$ cat config.mk
export PLATFORM = sky130hd
export DESIGN_NAME = rtc_alarm_irq
export DESIGN_NICKNAME = d
export VERILOG_FILES = /design/src/rtl/rtc_alarm_pkg.sv /design/src/rtl/rtc_sec_match.sv /design/src/rtl/rtc_ms_cdn.sv /design/src/rtl/rtc_irq_ctrl.sv /design/src/rtl/rtc_alarm_irq.sv
export SDC_FILE = /design/constraint.sdc
export NUM_CORES = 1
export LEC_CHECK = 0
export ABC_AREA = 1
export BUFFER_PORTS_ARGS = -buffer_cell sky130_fd_sc_hd__buf_2
export CORE_UTILIZATION = 55
export CTS_CLUSTER_SIZE = 14
export DETAILED_ROUTE_END_ITERATION = 12
export HOLD_SLACK_MARGIN = 0.15
export PLACE_DENSITY = 0.78
export SYNTH_ARGS = -nofsm -noshare
export SYNTH_HDL_FRONTEND = slang
export SYNTH_SLANG_ARGS = --single-unit
$ cat constraint.sdc
create_clock -name clk -period 5.29 [get_ports clk]
set_clock_uncertainty 0.2 [all_clocks]
set_input_delay 0.7935 -clock clk [delete_from_list [all_inputs] [get_ports clk]]
set_output_delay 0.7935 -clock clk [all_outputs]
set_load 0.005 [all_outputs]
$ cat src/rtl/rtc_alarm_pkg.sv
// Package: shared register addresses and status bit positions for the
// RTC alarm and interrupt unit. Assumes byte addressing on an 8-bit bus.
package rtc_alarm_pkg;
    localparam logic [7:0] ADDR_SEC_AL0 = 8'h14;
    localparam logic [7:0] ADDR_SEC_AL1 = 8'h18;
    localparam logic [7:0] ADDR_MS_AL   = 8'h1C;
    localparam logic [7:0] ADDR_CDN     = 8'h24;
    localparam logic [7:0] ADDR_MASK    = 8'h28;
    localparam logic [7:0] ADDR_STAT    = 8'h2C;

    localparam int SRC_N       = 5;
    localparam int BIT_SEC_AL0 = 0;
    localparam int BIT_SEC_AL1 = 1;
    localparam int BIT_MS_AL   = 2;
    localparam int BIT_SEC_CDN = 3;
    localparam int BIT_MS_CDN  = 4;
endpackage

$ cat src/rtl/rtc_sec_match.sv
// Module: one seconds-compare alarm. Fires a single-cycle hit when the
// current seconds start to equal a nonzero alarm value.
// Assumes: alarm value of zero means disabled.
module rtc_sec_match #(
    parameter int SEC_W = 32
) (
    input  logic             clk,
    input  logic             rst_n,
    input  logic [SEC_W-1:0] cur_sec,
    input  logic [SEC_W-1:0] alarm_val,
    output logic             hit
);
    logic match_now;
    logic match_q;

    // Combinational compare, gated off by a zero alarm value
    assign match_now = (alarm_val != '0) && (cur_sec == alarm_val);

    // Remember the previous compare so a hit is reported once per match
    always_ff @(posedge clk) begin
        if (!rst_n) match_q <= 1'b0;
        else        match_q <= match_now;
    end

    assign hit = match_now && !match_q;

    AST_ZERO_NEVER_FIRES: assert property (@(posedge clk) disable iff (!rst_n)
        (alarm_val == '0) |-> !hit);
    AST_HIT_SINGLE: assert property (@(posedge clk) disable iff (!rst_n)
        hit |=> !hit);
endmodule

$ cat src/rtl/rtc_ms_cdn.sv
// Module: millisecond countdown. Counts armed ticks down and fires once,
// disarming itself when it expires.
// Assumes: a register write in the same cycle as a tick wins over the tick.
module rtc_ms_cdn #(
    parameter int CNT_W = 28
) (
    input  logic             clk,
    input  logic             rst_n,
    input  logic             tick,
    input  logic             wr,
    input  logic             wr_arm,
    input  logic [CNT_W-1:0] wr_cnt,
    output logic             armed,
    output logic [CNT_W-1:0] cnt,
    output logic             fire
);
    localparam logic [CNT_W-1:0] ONE = {{(CNT_W-1){1'b0}}, 1'b1};

    // Expiry: armed tick with count at one or zero, and no write this cycle
    assign fire = tick && armed && !wr && (cnt <= ONE);

    // Countdown state: write loads, ticks decrement, expiry clears
    always_ff @(posedge clk) begin
        if (!rst_n) begin
            armed <= 1'b0;
            cnt   <= '0;
        end else if (wr) begin
            armed <= wr_arm;
            cnt   <= wr_cnt;
        end else if (fire) begin
            armed <= 1'b0;
            cnt   <= '0;
        end else if (tick && armed) begin
            cnt   <= cnt - ONE;
        end
    end

    AST_CDN_SELF_DISARM: assert property (@(posedge clk) disable iff (!rst_n)
        fire |=> (!armed && cnt == '0));
    AST_CDN_STAYS_IDLE: assert property (@(posedge clk) disable iff (!rst_n)
        (!armed && !wr) |=> (!armed && !fire));
endmodule

$ cat src/rtl/rtc_irq_ctrl.sv
// Module: mask and write-one-to-clear status registers with a level
// interrupt output. Assumes: a new event wins over a clear of the same bit.
module rtc_irq_ctrl #(
    parameter int N = 5
) (
    input  logic         clk,
    input  logic         rst_n,
    input  logic [N-1:0] set_ev,
    input  logic         mask_wr,
    input  logic         stat_wr,
    input  logic [N-1:0] wdata,
    output logic [N-1:0] mask,
    output logic [N-1:0] status,
    output logic         irq
);
    logic [N-1:0] clr;

    assign clr = stat_wr ? wdata : '0;

    // Mask register: plain load
    always_ff @(posedge clk) begin
        if (!rst_n)       mask <= '0;
        else if (mask_wr) mask <= wdata;
    end

    // Status register: sticky events, cleared by writing ones
    always_ff @(posedge clk) begin
        if (!rst_n) status <= '0;
        else        status <= (status & ~clr) | set_ev;
    end

    assign irq = |(status & mask);

    AST_EVENT_LATCHED: assert property (@(posedge clk) disable iff (!rst_n)
        (set_ev != '0) |=> ((status & $past(set_ev)) == $past(set_ev)));
    AST_W1C_CLEARS: assert property (@(posedge clk) disable iff (!rst_n)
        stat_wr |=> ((status & $past(wdata & ~set_ev)) == '0));
    AST_MASK_GATES: assert property (@(posedge clk) disable iff (!rst_n)
        (mask == '0) |-> !irq);
endmodule

$ cat src/rtl/rtc_alarm_irq.sv
// Module: top of the RTC alarm and interrupt unit. Decodes the register
// port, holds alarm registers, and routes events into the status logic.
// Assumes: timekeeping counters live outside; reads are combinational.
module rtc_alarm_irq
    import rtc_alarm_pkg::*;
#(
    parameter int DW     = 32,
    parameter int AW     = 8,
    parameter int SEC_W  = 32,
    parameter int MS_W   = 10,
    parameter int CDN_W  = 28,
    parameter int N_SEC  = 2
) (
    input  logic             clk,
    input  logic             rst_n,
    input  logic [SEC_W-1:0] cur_sec,
    input  logic [MS_W-1:0]  cur_ms,
    input  logic             ms_tick,
    input  logic             reg_we,
    input  logic [AW-1:0]    reg_addr,
    input  logic [DW-1:0]    reg_wdata,
    output logic [DW-1:0]    reg_rdata,
    output logic             irq
);
    localparam int ARM_B = DW - 1;

    logic [SEC_W-1:0] sec_al [N_SEC];
    logic [N_SEC-1:0] sec_hit;
    logic             ms_en;
    logic [MS_W-1:0]  ms_val;
    logic             ms_hit;
    logic             cdn_wr, cdn_armed, cdn_fire;
    logic [CDN_W-1:0] cdn_cnt;
    logic [SRC_N-1:0] set_ev, mask, status;

    // One register and one comparator per seconds alarm
    for (genvar g = 0; g < N_SEC; g++) begin : g_sec
        localparam logic [AW-1:0] MY_ADDR = ADDR_SEC_AL0 + AW'(4 * g);

        // Alarm value register
        always_ff @(posedge clk) begin
            if (!rst_n)                            sec_al[g] <= '0;
            else if (reg_we && reg_addr == MY_ADDR) sec_al[g] <= reg_wdata[SEC_W-1:0];
        end

        rtc_sec_match #(.SEC_W(SEC_W)) u_match (
            .clk       (clk),
            .rst_n     (rst_n),
            .cur_sec   (cur_sec),
            .alarm_val (sec_al[g]),
            .hit       (sec_hit[g])
        );
    end

    // Millisecond alarm register: enable and target value
    always_ff @(posedge clk) begin
        if (!rst_n) begin
            ms_en  <= 1'b0;
            ms_val <= '0;
        end else if (reg_we && reg_addr == ADDR_MS_AL) begin
            ms_en  <= reg_wdata[ARM_B];
            ms_val <= reg_wdata[MS_W-1:0];
        end
    end

    assign ms_hit = ms_tick && ms_en && (cur_ms == ms_val);
    assign cdn_wr = reg_we && (reg_addr == ADDR_CDN);

    rtc_ms_cdn #(.CNT_W(CDN_W)) u_cdn (
        .clk    (clk),
        .rst_n  (rst_n),
        .tick   (ms_tick),
        .wr     (cdn_wr),
        .wr_arm (reg_wdata[ARM_B]),
        .wr_cnt (reg_wdata[CDN_W-1:0]),
        .armed  (cdn_armed),
        .cnt    (cdn_cnt),
        .fire   (cdn_fire)
    );

    // Gather event pulses in status bit order
    always_comb begin
        set_ev              = '0;
        set_ev[BIT_SEC_AL0] = sec_hit[0];
        set_ev[BIT_SEC_AL1] = sec_hit[N_SEC-1];
        set_ev[BIT_MS_AL]   = ms_hit;
        set_ev[BIT_SEC_CDN] = 1'b0;
        set_ev[BIT_MS_CDN]  = cdn_fire;
    end

    rtc_irq_ctrl #(.N(SRC_N)) u_irq (
        .clk     (clk),
        .rst_n   (rst_n),
        .set_ev  (set_ev),
        .mask_wr (reg_we && reg_addr == ADDR_MASK),
        .stat_wr (reg_we && reg_addr == ADDR_STAT),
        .wdata   (reg_wdata[SRC_N-1:0]),
        .mask    (mask),
        .status  (status),
        .irq     (irq)
    );

    // Read multiplexer
    always_comb begin
        reg_rdata = '0;
        case (reg_addr)
            ADDR_SEC_AL0: reg_rdata[SEC_W-1:0] = sec_al[0];
            ADDR_SEC_AL1: reg_rdata[SEC_W-1:0] = sec_al[N_SEC-1];
            ADDR_MS_AL: begin
                reg_rdata[ARM_B]    = ms_en;
                reg_rdata[MS_W-1:0] = ms_val;
            end
            ADDR_CDN: begin
                reg_rdata[ARM_B]     = cdn_armed;
                reg_rdata[CDN_W-1:0] = cdn_cnt;
            end
            ADDR_MASK: reg_rdata[SRC_N-1:0] = mask;
            ADDR_STAT: reg_rdata[SRC_N-1:0] = status;
            default:   reg_rdata = '0;
        endcase
    end

    AST_RESERVED_BIT_LOW: assert property (@(posedge clk) disable iff (!rst_n)
        !status[BIT_SEC_CDN]);
    AST_MS_NEEDS_TICK: assert property (@(posedge clk) disable iff (!rst_n)
        (!ms_tick && !(reg_we && reg_addr == ADDR_STAT) && !status[BIT_MS_AL])
        |=> !status[BIT_MS_AL]);
endmodule

==> flow_metrics.env <==
export IMPL_die_y_um=120
export IMPL_syn_area_um2=7660
export IMPL_regToRegSetupSlack_ns=2.88
export IMPL_rr_worst_depth=9
export IMPL_grt_pass1_vias=7587
export IMPL_ir_drop_mv=0.257
export IMPL_synth_distinct_cells=43
export IMPL_finalWirelength_um=27100
export IMPL_num_rows=42
export IMPL_power_density_nw_per_um2=276
export IMPL_dr_max_layer_used="met4"
export IMPL_hold_path_end="u_irq.status[3]$_SDFF_PN0_"
export IMPL_p_leak_nw=4.19
export IMPL_cts_tree="done"
export IMPL_nets=1296
export IMPL_cap_violations=0
export IMPL_hold_class="reg2reg"
export IMPL_fin_ws_ns=1.49
export IMPL_cts_hold_buf=0
export IMPL_design_die_area_um2=14400
export IMPL_post_cts_buffers=0
export IMPL_clock_sinks=116
export IMPL_hp_start="u_irq.status[3]$_SDFF_PN0_"
export IMPL_cp_cell_sequence="buf_2 -> or2_4 -> nor2_4 -> nand2_1 -> inv_2 -> nand2_1 -> o211ai_1 -> buf_2"
export IMPL_finalSetupTns_ns=0
export IMPL_die_x_um=120
export IMPL_report_final_setup_viol=0
export IMPL_via_count=8145
export IMPL_clkTransAtPathRegs_ns=0.06
export IMPL_drc=0
export IMPL_hold_violations=0
export IMPL_gp_congestion=1.02
export IMPL_cp_data_required_time_ns=4.30
export IMPL_ant_nets=0
export IMPL_worstSkewPairLatency_ns=0.43
export IMPL_yosys_warnings=0
export IMPL_cts_root_buffer="clkbuf_16"
export IMPL_stdcell_area_um2=8950
export IMPL_dpl_hpwl_um=20700
export IMPL_synth_edf_count=64
export IMPL_rr_endpoint="u_cdn.cnt[8]$_SDFFE_PN0P_"
export IMPL_grtUsageTotal=0.388
export IMPL_critPathLaunchType="input pin"
export IMPL_grt_first_pass_wirelength_um=41400
export IMPL_num_io_pins=119
export IMPL_path_buf_inv=3
export IMPL_final_max_slew_viol_count=0
export IMPL_core_area_um2=13400
export IMPL_area_growth_pct=16.8
export IMPL_p_total_mw=2.47
export IMPL_fin_crit_sh=0.718
export IMPL_grt_start_max_net_pins=36
export IMPL_seq_area_frac_synth=0.387
export IMPL_period_minus_slack_ns=3.80
export IMPL_avgSynthCellArea_um2=6.98
export IMPL_drtPass1Iterations=6
export IMPL_relSlewSlack=0.214
export IMPL_worst_pin_slew_ns=1.18
export IMPL_worstSetupEndpointType="output port"
export IMPL_drt_met1_wl_um=11100
export IMPL_port_buffers=118
export IMPL_num_antenna_cells=0
export IMPL_synth_nets=1185
export IMPL_synth_seq_cells=116
export IMPL_status="finished clean"
export IMPL_initial_core_util=0.572
export IMPL_vias_per_cell=5.83
export IMPL_path_max_fanout=29
export IMPL_critPathKind="in2out"
export IMPL_r2r_start="u_cdn.cnt[0]$_SDFFE_PN0P_"
export IMPL_timing_fmax_ghz=0.263
export IMPL_synthArstFlopShare=0
export IMPL_min_path_cells=2
export IMPL_grt_ovfl_total=0
export IMPL_rsz0062_at_grt="no"
export IMPL_fillCellCount=1195
export IMPL_cpMaxStageDelayCell="nand2_1"
export IMPL_drtIter0Drc=1140
export IMPL_htreeDepth=4
export IMPL_wl_met3_um=3630
export IMPL_final_layout_size_suffix_gt1_frac=0.155
export IMPL_post_place_ws_ns=1.53
export IMPL_dr_wl_met2_um=11400
export IMPL_placed_area_um2=8340
export IMPL_cts_repair_resize_count=0
export IMPL_antenna_found_initial=0
export IMPL_syn_inst=1097
export IMPL_worstPathArrival_ns=2.80
export IMPL_critPathTopFamily="simple AND/OR/NAND/NOR gates"
export IMPL_routedWlPerCell_um=19.4
export IMPL_numCtsBuffers=17
export IMPL_max_stage_delay_ns=0.69
export IMPL_yosys_most_used_dff="edfxtp_1"
export IMPL_clockBufferDepth=2
-- placed cells by master (no fill, tap or decap), types with 3 or more instances in the layout --
cell type / synthesis / layout
o221ai_1: 18 / 18
bufinv_16: 0 / 4
a21oi_1: 58 / 58
nor2_4: 4 / 4
o211ai_1: 4 / 4
xnor2_1: 12 / 12
nor2_2: 4 / 4
nor2_1: 168 / 168
buf_4: 1 / 3
o21ai_0: 30 / 28
buf_2: 13 / 118
inv_2: 5 / 5
clkbuf_16: 0 / 17
nand3_1: 53 / 53
or2_2: 5 / 5
xor2_1: 30 / 30
nand2_2: 7 / 7
nor3b_1: 3 / 3
o22ai_1: 43 / 43
nand4_1: 33 / 33
dfxtp_1: 52 / 52
edfxtp_1: 64 / 64
inv_1: 194 / 194
inv_6: 0 / 3
nor3_1: 23 / 23
nand3b_1: 4 / 4
clkinvlp_4: 0 / 3
nand2_1: 232 / 232
-- sequential cells by signal (all words and copies together), names as in the netlist --
signal                 flops
sec_al                    64
u_cdn.cnt                 28
ms_val                    10
u_irq.mask                 5
u_irq.status               5
g_sec.u_match.match_q      2
ms_en                      1
u_cdn.armed                1
-- report_power, final --
group / total, mW / internal (mW) / switching (mW) / leakage (nW)
combinational: 0.235 / 0.0766 / 0.159 / 2.87
clock: 1.23 / 0.788 / 0.443 / 0.289
sequential: 1.01 / 0.977 / 0.0305 / 1.03
total: 2.47 / 1.84 / 0.632 / 4.19
-- metrics by stage --
step | util | hold slack [ns] | std cells
6_report | 0.668 | 0.272 | 1397
5_1_grt | 0.668 | 0.302 | 1397
4_1_cts | 0.668 | 0.271 | 1397
3_5_place_dp | 0.622 | 0.256 | 1365
3_3_place_gp | 0.622 | 0.244 | 1365
2_1_floorplan | - | 0.228 | 1097
-- synth_stat cells, types with 3 or more instances --
library cell	instances	area, um^2
nand2_2	7	43.8
o211ai_1	4	30.0
inv_2	5	18.8
nand3_1	53	265
buf_6	5	56.3
nor3_1	23	115
edfxtp_1	64	1920
nor3b_1	3	22.5
nand2_1	232	871
dfxtp_1	52	1040
buf_2	13	65.1
o221ai_1	18	158
inv_1	194	728
a21oi_1	58	290
xnor2_1	12	105
nor2_1	168	631
o22ai_1	43	269
or2_2	5	31.3
nand3b_1	4	30.0
nand4_1	33	206
nor2_2	4	25.0
nor2_4	4	45.0
clkbuf_1	9	33.8
xor2_1	30	263
o21ai_0	30	150
-- worst max path at each step --
stage	from	to	cells past startpoint
after CTS	reg_addr[1]	reg_rdata[15]	8
after global placement	reg_addr[1]	reg_rdata[15]	8
final	reg_addr[1]	reg_rdata[15]	8
after detailed placement	reg_addr[1]	reg_rdata[15]	8
after global routing	reg_addr[1]	reg_rdata[15]	8
after floorplan	reg_addr[1]	sec_al[0][0]$_SDFFCE_PN0P_	6
-- layer usage --
metal | vias to the layer above | GRT usage
met5 | - | 0
met4 | 0 | 0.177
met3 | 68 | 0.109
met2 | 557 | 0.557
met1 | 3722 | 0.537
li1 | 3798 | -
-- layout make-up --
| cell class | instances | area (um^2) | area share |
|---|---|---|---|
| clock buffers | 19 | 433 | 0.0484 |
| clock inverters | 13 | 181 | 0.0203 |
| inverters | 200 | 752 | 0.0840 |
| multi-input cells | 752 | 3790 | 0.423 |
| flip-flops and latches | 116 | 2960 | 0.331 |
| well taps | 176 | 220 | 0.0246 |
| repair buffers | 121 | 613 | 0.0685 |
-- cells by family after synthesis --
family / Yosys count / share of synthesized area
compound gates: 159 / 0.125
simple gates: 549 / 0.318
buf+inv: 229 / 0.120
flops: 116 / 0.387
xor+xnor: 42 / 0.0480
fa+ha+maj: 2 / 0.00327
-- worst register-to-register path, delay by kind of cell, from the launching register on --
family | cells | cell delay [ns]
AND/OR/NAND/NOR | 5 | 0.58
buffers and inverters | 1 | 0.14
AO/OA/AOI/OAI | 2 | 0.78
adder cells (fa/ha/maj) | 1 | 0.27
flip-flops | 1 | 0.35
Power figures use the tool's default switching activity.
